**config.mk**
```make
export PLATFORM = sky130hd
export DESIGN_NAME = bcd_stage
export DESIGN_NICKNAME = d
export VERILOG_FILES = /design/src/rtl/bcd_pkg.sv /design/src/rtl/bcd_next.sv /design/src/rtl/bcd_state.sv /design/src/rtl/bcd_carry.sv /design/src/rtl/bcd_stage.sv
export SDC_FILE = /design/constraint.sdc
export NUM_CORES = 1
export LEC_CHECK = 0
export ABC_AREA = 0
export BUFFER_PORTS_ARGS = -buffer_cell sky130_fd_sc_hd__buf_2
export CAP_MARGIN = 5
export CORE_AREA = 8 8 45 47
export CTS_CLUSTER_SIZE = 25
export DETAILED_ROUTE_END_ITERATION = 16
export DIE_AREA = 0 0 53 55
export GPL_TIMING_DRIVEN = 1
export PLACE_DENSITY = 0.43
export SETUP_SLACK_MARGIN = 0.3
export SYNTH_ARGS = -nofsm -noshare
export SYNTH_HDL_FRONTEND = slang
export SYNTH_SLANG_ARGS = --single-unit
```
**constraint.sdc**
```tcl
create_clock -name clk -period 1.4 [get_ports clk]
set_input_delay 0.28 -clock clk [delete_from_list [all_inputs] [get_ports clk]]
set_output_delay 0.28 -clock clk [all_outputs]
set_load 0.01 [all_outputs]
```
**src/rtl/bcd_pkg.sv**
```systemverilog
package bcd_pkg;

    localparam int DIGIT_W   = 4;
    localparam int DIGIT_TOP = 9;

    typedef enum logic [1:0] {
        ACT_HOLD  = 2'd0,
        ACT_LOAD  = 2'd1,
        ACT_COUNT = 2'd2
    } act_e;

    // Clear is handled asynchronously in the state register; here load
    // outranks counting, and counting needs both enables.
    function automatic act_e pick_act(input logic load_n,
                                      input logic en_local,
                                      input logic en_chain);
        if (!load_n)
            return ACT_LOAD;
        else if (en_local && en_chain)
            return ACT_COUNT;
        else
            return ACT_HOLD;
    endfunction

endpackage

```
**src/rtl/bcd_next.sv**
```systemverilog
module bcd_next #(
    parameter int WIDTH = bcd_pkg::DIGIT_W,
    parameter int TOP   = bcd_pkg::DIGIT_TOP
) (
    input  logic [WIDTH-1:0] cur,
    input  logic [WIDTH-1:0] preset,
    input  bcd_pkg::act_e    act,
    output logic [WIDTH-1:0] nxt
);
    localparam logic [WIDTH-1:0] TOP_V = WIDTH'(TOP);

    logic [WIDTH-1:0] inc_val;

    // Decimal wrap at TOP; values above TOP wrap naturally in binary.
    always_comb begin
        if (cur == TOP_V)
            inc_val = '0;
        else
            inc_val = cur + 1'b1;
    end

    always_comb begin
        case (act)
            bcd_pkg::ACT_LOAD:  nxt = preset;
            bcd_pkg::ACT_COUNT: nxt = inc_val;
            default:            nxt = cur;
        endcase
    end
endmodule

```
**src/rtl/bcd_state.sv**
```systemverilog
module bcd_state #(
    parameter int WIDTH = bcd_pkg::DIGIT_W
) (
    input  logic             clk,
    input  logic             clr_n,
    input  logic [WIDTH-1:0] d,
    output logic [WIDTH-1:0] q
);
    always_ff @(posedge clk or negedge clr_n) begin
        if (!clr_n)
            q <= '0;
        else
            q <= d;
    end

    // held at zero on every edge while clear is low
    p_clear_hold_r8: assert property (@(posedge clk) !clr_n |-> q == '0)
        else $error("state not cleared");
endmodule

```
**src/rtl/bcd_carry.sv**
```systemverilog
module bcd_carry #(
    parameter int WIDTH = bcd_pkg::DIGIT_W,
    parameter int TOP   = bcd_pkg::DIGIT_TOP
) (
    input  logic [WIDTH-1:0] cnt,
    input  logic             en_chain,
    output logic             tc
);
    localparam logic [WIDTH-1:0] TOP_V = WIDTH'(TOP);

    assign tc = (cnt == TOP_V) && en_chain;
endmodule

```
**src/rtl/bcd_stage.sv**
```systemverilog
module bcd_stage #(
    parameter int WIDTH = bcd_pkg::DIGIT_W,
    parameter int TOP   = bcd_pkg::DIGIT_TOP
) (
    input  logic             clk,
    input  logic             clr_n,
    input  logic             load_n,
    input  logic [WIDTH-1:0] preset,
    input  logic             en_local,
    input  logic             en_chain,
    output logic [WIDTH-1:0] count,
    output logic             carry_out
);
    localparam logic [WIDTH-1:0] TOP_V = WIDTH'(TOP);
    localparam logic [WIDTH-1:0] MAX_V = {WIDTH{1'b1}};

    bcd_pkg::act_e    act;
    logic [WIDTH-1:0] nxt;

    assign act = bcd_pkg::pick_act(load_n, en_local, en_chain);

    bcd_next #(.WIDTH(WIDTH), .TOP(TOP)) u_next (
        .cur    (count),
        .preset (preset),
        .act    (act),
        .nxt    (nxt)
    );

    bcd_state #(.WIDTH(WIDTH)) u_state (
        .clk   (clk),
        .clr_n (clr_n),
        .d     (nxt),
        .q     (count)
    );

    bcd_carry #(.WIDTH(WIDTH), .TOP(TOP)) u_carry (
        .cnt      (count),
        .en_chain (en_chain),
        .tc       (carry_out)
    );

    p_clear_r1: assert property (@(posedge clk) !clr_n |-> count == '0)
        else $error("count not zero under clear");

    p_load_r2: assert property (@(posedge clk) disable iff (!clr_n)
        !load_n |=> count == $past(preset))
        else $error("load not taken");

    p_step_r3: assert property (@(posedge clk) disable iff (!clr_n)
        (load_n && en_local && en_chain && count != TOP_V && count != MAX_V)
        |=> count == WIDTH'($past(count) + 1'b1))
        else $error("count did not advance");

    p_hold_r4: assert property (@(posedge clk) disable iff (!clr_n)
        (load_n && !(en_local && en_chain)) |=> $stable(count))
        else $error("count moved while disabled");

    p_wrap_r5: assert property (@(posedge clk) disable iff (!clr_n)
        (load_n && en_local && en_chain && count == TOP_V) |=> count == '0)
        else $error("no decimal wrap");

    p_carry_r6: assert property (@(posedge clk) disable iff (!clr_n)
        carry_out |-> (count == TOP_V && en_chain))
        else $error("spurious carry");

    p_carry_on_r6: assert property (@(posedge clk) disable iff (!clr_n)
        (count == TOP_V && en_chain) |-> carry_out)
        else $error("missing carry");

    p_range_r7: assert property (@(posedge clk) disable iff (!clr_n)
        (count > TOP_V) |-> !carry_out)
        else $error("carry out of range");

    p_binwrap_r7: assert property (@(posedge clk) disable iff (!clr_n)
        (load_n && en_local && en_chain && count == MAX_V) |=> count == '0)
        else $error("no binary wrap");
endmodule

```
**After elaboration in Yosys (flattened, before gate mapping)**

Index checks and enable logic that the tools add are counted.

- $add $sub $neg: 1
- Equality and inequality tests: 3
- Muxes and demuxes: 4
- Reduce and logical (&&, ||, !) cells: 3

Operators with widths:

| cell | count |
|---|---|
| $pmux W4 S2 | 1 |
| $add A4 B1 Y4 const B | 1 |
| $eq A4 B4 Y1 const B | 1 |
| $mux W2 | 2 |
| $mux W4 | 1 |
| $eq A2 B1 Y1 const B | 1 |
| $eq A2 B2 Y1 const B | 1 |
| $logic_and A1 B1 Y1 | 2 |
| $reduce_bool A2 Y1 | 1 |

- Register bits after elaboration: 4
- Input port bits: 9
- Output and inout port bits: 5
- Logic and storage cells: 12

**Longest topological paths before layout**

- Depth after elaboration: 5
- Gate-level depth with buffers: 4
- Depth with buffers taken out: 3

**Modules after synthesis**

A second synthesis with hierarchy kept.

- Cell total of the unflattened synthesis: 37
- Area total of the unflattened synthesis: 341.6 µm²

Modules (own cells, without submodules):

| module | times used | cells an instance | area an instance (µm²) | seq. area each (µm²) |
|---|---|---|---|---|
| bcd_next | 1 | 29 | 219.0 | 0.0 |
| bcd_state | 1 | 4 | 100.1 | 100.1 |
| bcd_carry | 1 | 2 | 12.5 | 0.0 |
| bcd_stage | 1 | 2 | 10.0 | 0.0 |

**Least setup slack after synthesis**

OpenSTA, ideal clock, no wires.

- Kind: flip-flop to flip-flop
- Start point: register u_state.q[3]
- End point: register u_state.q[3]
- Setup time: 0.126 ns
- Data arrival time: 1.171 ns
- Path slack: 0.102 ns
- Cell stages (with the launch flop): 4
- Path buffers: 0
- Cell sequence: dfrtp_1 nor2b_2 a311o_1 a311o_1

- Word-level cells in the longest chain between the ends: 3
- Elaborated cells between the ends (all ways): 4
- Those cells by class: add/sub (1); eq/ne (1); mux (2)

Ends and longest elaborated chain:

| item | line | text |
|---|---|---|
| start, declared | bcd_state.sv:7 | `output logic [WIDTH-1:0] q` |
| start signal, assigned | bcd_state.sv:11 | `q <= '0;` |
| start signal, assigned | bcd_state.sv:13 | `q <= d;` |
| $add A4 B1 Y4 or $eq A4 B4 Y1 (tied branches) | bcd_next.sv:19, bcd_next.sv:16 |  |
| $mux W4 (*) | bcd_next.sv:16 | `if (cur == TOP_V)` |
| $pmux W4 S2 (*) | bcd_next.sv:23 | `case (act)` |

Every way passes the cells marked *; elsewhere a longest branch is shown, timed or not.
A chain may end at the register's enable or synchronous reset.

**Worst setup path in the final report**

- Start point: register u_state.q[2]
- End point: output port carry_out

- Word-level cells in the longest chain between the ends: 2

Ends and longest elaborated chain:

| item | line | text |
|---|---|---|
| $eq A4 B4 Y1 | bcd_carry.sv:11 | `assign tc = (cnt == TOP_V) && en_chain;` |
| $logic_and A1 B1 Y1 | bcd_carry.sv:11 |  |
| end, declared | bcd_stage.sv:12 | `output logic carry_out` |

Every way passes these cells.

==> results <==
- The CTS tree is built.
- Final hold analysis gives a worst-case slack of ~0.28 ns.
- The clock arrives with about 0.0068 ns of skew.
- The number of antenna violations at the first check in global routing came to 0.
- Among cell families on the critical path, the largest total delay comes from flip-flops.
- The tightest slew margin relative to the limit is 0.893.
- The mean cell area of the mapped netlist is 9.58 um^2.
- The number of clock buffers inserted by TritonCTS is 3.
- In the final layout, the share of cells above drive strength 1 is 0.521.
- Once routing completed, OpenROAD measured the worst setup slack at 0.0395 ns.
- Clock-pin slew was measured on the worst setup and hold paths at 0.04 ns.
- The die covers roughly 2900 um^2.
- The half-perimeter wire length after placement is approximately 540 um.
- The reg-to-reg setup timing slack is roughly 0.10 ns.
- The number of antenna diodes in the final layout is 0.
- The number of nets still failing antenna checks after routing is 0.
- The top register by number of flip-flops is u_state.q.
- The first TritonRoute pass finished after 2 iterations.
- The growth of design area from synthesis to finish is 66.3%.
- The top cell type's share of synthesized area is 0.402.
- In this run the power density over the cells is ~1000 nW/um^2.
- After synthesis, the cell types taking the most area are sky130_fd_sc_hd__dfrtp_1 40%, sky130_fd_sc_hd__a311o_1 8.0%, sky130_fd_sc_hd__and4b_1 8.0%, sky130_fd_sc_hd__xor2_1 7.0%, sky130_fd_sc_hd__nor2_1 6.0%.
- Along the worst path, the maximum fanout reaches 4.
- The combined area of the multi-input logic cells is about 150 um^2.
- The sequential element share of the synthesized area is 0.402.
- The final-report max-slew violation count came to 0.
- The largest incremental delay on the critical path is approximately 0.43 ns.
- The startpoint identified for the worst hold timing path is preset[2].
- The total I/O pin count is 14.
- In this run the critical register-to-register path is captured at u_state.q[3]$_DFFE_PN0P_.
- Prior to clock tree synthesis, the placed netlist has a worst setup slack of about 0.11 ns.
- In the layout the commonest cells are 12 x sky130_fd_sc_hd__buf_2, 5 x sky130_fd_sc_hd__buf_4, 4 x sky130_fd_sc_hd__nor2_1, 3 x sky130_fd_sc_hd__clkbuf_4.
- The launch point of the worst path is u_state.q[2]$_DFFE_PN0P_.
- The flip-flop count of the largest register after layout is 4.
- The die is about 55 um tall.
- Counting distinct cell types in the post-synthesis netlist gives 15.
- Of the available clock period, the critical path in the final layout requires 0.972.
- The worst endpoint required time is between 1 and 1.5 ns.
- The cell sitting at the root of the clock tree is a sky130_fd_sc_hd__clkbuf_4.
- In the final timing run, aggregate negative setup slack is 0 ns.
- At the end of routability-driven placement, the weighted congestion stood at 0.646.
- Including well taps, the total number of placed cells is 55.
- The number of failing hold endpoints at the final stage was 0.
- In the final layout, flip-flops and latches occupy 103 um^2.
- The floorplan step set the die width to ~53 um.
- The via density per instance is just over 4.
- The flow ran to the end, and the final reports show no timing, DRC or antenna violations.
- The cell type of the slowest stage on the worst timing path is sky130_fd_sc_hd__dfrtp_2.
- The total vias in the final route is between 200 and 300.
- The worst path in the final design needs a cycle of around 1.4 ns, including I/O delays and setup.
- STA classifies the critical path startpoint as a flip-flop.
- The reported max-cap violation count is 0.
- Clock latency on the worst-skew pair, taken at its later pin, is between 0.2 and 0.25 ns.
- The initial DRC count is 2.
- The overall routing resource usage is 0.0515.
- The maximum number of buffers from clock root to sink is 2.
- The port buffer count is 13.
- Counting buffers and inverters, the worst setup path is 3 cells deep.
- The CTS H-tree depth is 1.
- The tree built by TritonCTS fans out to 4 sinks.
- The critical path is of the flip-flop to primary output type.
- Leaving out filler cells and counting taps, the final layout contains 64.
- The achievable frequency is about 740 MHz.
- Summing all non-filler instances in the final layout gives an area of between 400 and 500 um^2.
- The data arrival time of the worst path is 1.08 ns.
- In this run the cell area measured after placement is approximately 340 um^2.
- The kind of end point of the critical path is a primary output.
- The biggest area contributor in the post-synthesis netlist is sky130_fd_sc_hd__dfrtp_1.
- The worst hold-check path type is primary input to flip-flop.
- Together, buffers and inverters on the worst path number 1.
- The maximum vdd ir drop is roughly 350 uV.
- The aggregate routed wire length is between 600 and 700 um.
- The final-layout fill cell count is approximately 160.
- In the final design database the tool counted slightly below 60 nets.
- The number of warnings printed during yosys synthesis is 0.
- In the final layout, the registers with the most flip-flops are u_state.q (4).
- The global-route wire length before repair is ~1100 um.
- The number of synthesized register bits is 4.
- The number of global-route vias before repair was approximately 260.
- The total overflow left after global routing is 0.
- The routed length per instance is about 11 um.
- The total number of placement rows is 14.
- Summing every instance area after synthesis gives approximately 250 um^2.
- The final-report setup violation count is 0.
- The critical path goes through nor2b_4, and4b_1, buf_2.
- For this configuration, the core starts out at a cell density of 0.180.
- The startpoint of the most critical register-to-register path is u_state.q[3]$_DFFE_PN0P_.
- The commonest non-fill, non-tap cell in the layout is sky130_fd_sc_hd__buf_2.
- The maximum number of pins on one net before global-route repair is 9.
- For the pin with the worst max-slew slack, the measured transition is roughly 0.16 ns.
- After floorplanning, the core was sized to cover 1380 um^2.
- The capturing element of the worst setup path is carry_out.
- For this run, design rule violations remaining after detail routing come to 0.
- The cell count after synthesis came out at 26.
- The net count after synthesis is 35.
- The static power due to leakage is 0.000197 uW.
- Setup repair after global routing could not meet its margin everywhere.
- The worst register-to-register path has a depth of 4.
## kinds of logic after synthesis
kind of cell | share of synthesized area
and+or+nand+nor | 0.352
AOI/OAI and AO/OA | 0.146
DFF | 0.402
xor gates and xnor gates | 0.0704
buffers and inverters | 0.0302
## cells in the mapped netlist
master / count
sky130_fd_sc_hd__dfrtp_1: 4
sky130_fd_sc_hd__and2b_4: 1
sky130_fd_sc_hd__buf_4: 1
sky130_fd_sc_hd__nor2b_2: 1
sky130_fd_sc_hd__or3_1: 1
sky130_fd_sc_hd__nor2_1: 4
sky130_fd_sc_hd__xor2_1: 2
sky130_fd_sc_hd__nand4b_1: 1
sky130_fd_sc_hd__a21oi_1: 2
sky130_fd_sc_hd__and4b_1: 2
sky130_fd_sc_hd__nand2_1: 2
sky130_fd_sc_hd__a311o_1: 2
sky130_fd_sc_hd__nand4_1: 1
sky130_fd_sc_hd__nand3_1: 1
sky130_fd_sc_hd__a31oi_1: 1
## tightest hold or removal path, stage by stage
cell,delay [ns]
sky130_fd_sc_hd__buf_2,0.07
sky130_fd_sc_hd__nor2_1,0.03
sky130_fd_sc_hd__a21oi_1,0.09
## per-layer routing
layer / global-route usage / wire [um] / share of wire / vias up
met5: 0 / 0 / 0 / -
met4: 0.0517 / 0 / 0 / 0
met3: 0.0214 / 67 / 0.097 / 0
met2: 0.0762 / 322 / 0.46 / 8
met1: 0.0535 / 303 / 0.44 / 118
li1: - / - / - / 140
## stage by stage
step	total power, uW	utilization
finish	431	0.299
global route	468	0.299
CTS	430	0.284
detailed placement	252	0.247
global placement	254	0.247
floorplan	209	-
## where the power goes
group	total, uW	internal [uW]	switching (uW)
Sequential	154	133	21.2
Clock	157	107	50.2
Combinational	120	72.7	47.4
Total	431	313	119
## repair_timing
action | CTS | global route
setup endpoints to repair | 5 | 7
setup buffers | 2 | 2
pin swaps | 2 | 0
hold buffers | 1 | 0
endpoints found under the hold margin | 4 | 0
resized for setup | 0 | 1
## worst min-delay path by stage
stage | to | slack (ns) | depth (start not counted)
detailed placement | u_state.q[0]$_DFFE_PN0P_ | 0.09 | 1
global placement | u_state.q[3]$_DFFE_PN0P_ | 0.09 | 1
CTS | u_state.q[2]$_DFFE_PN0P_ | 0.28 | 3
floorplan | u_state.q[0]$_DFFE_PN0P_ | -0.02 | 0
global route | u_state.q[2]$_DFFE_PN0P_ | 0.29 | 3
finish | u_state.q[2]$_DFFE_PN0P_ | 0.28 | 3
## layout make-up
cell class              count  share of cell area
clock buffers               4              0.0634
multi-input cells          21               0.353
flip-flops and latches      4               0.248
well taps                  16              0.0483
repair buffers             19               0.287
Power figures use the tool's default switching activity.
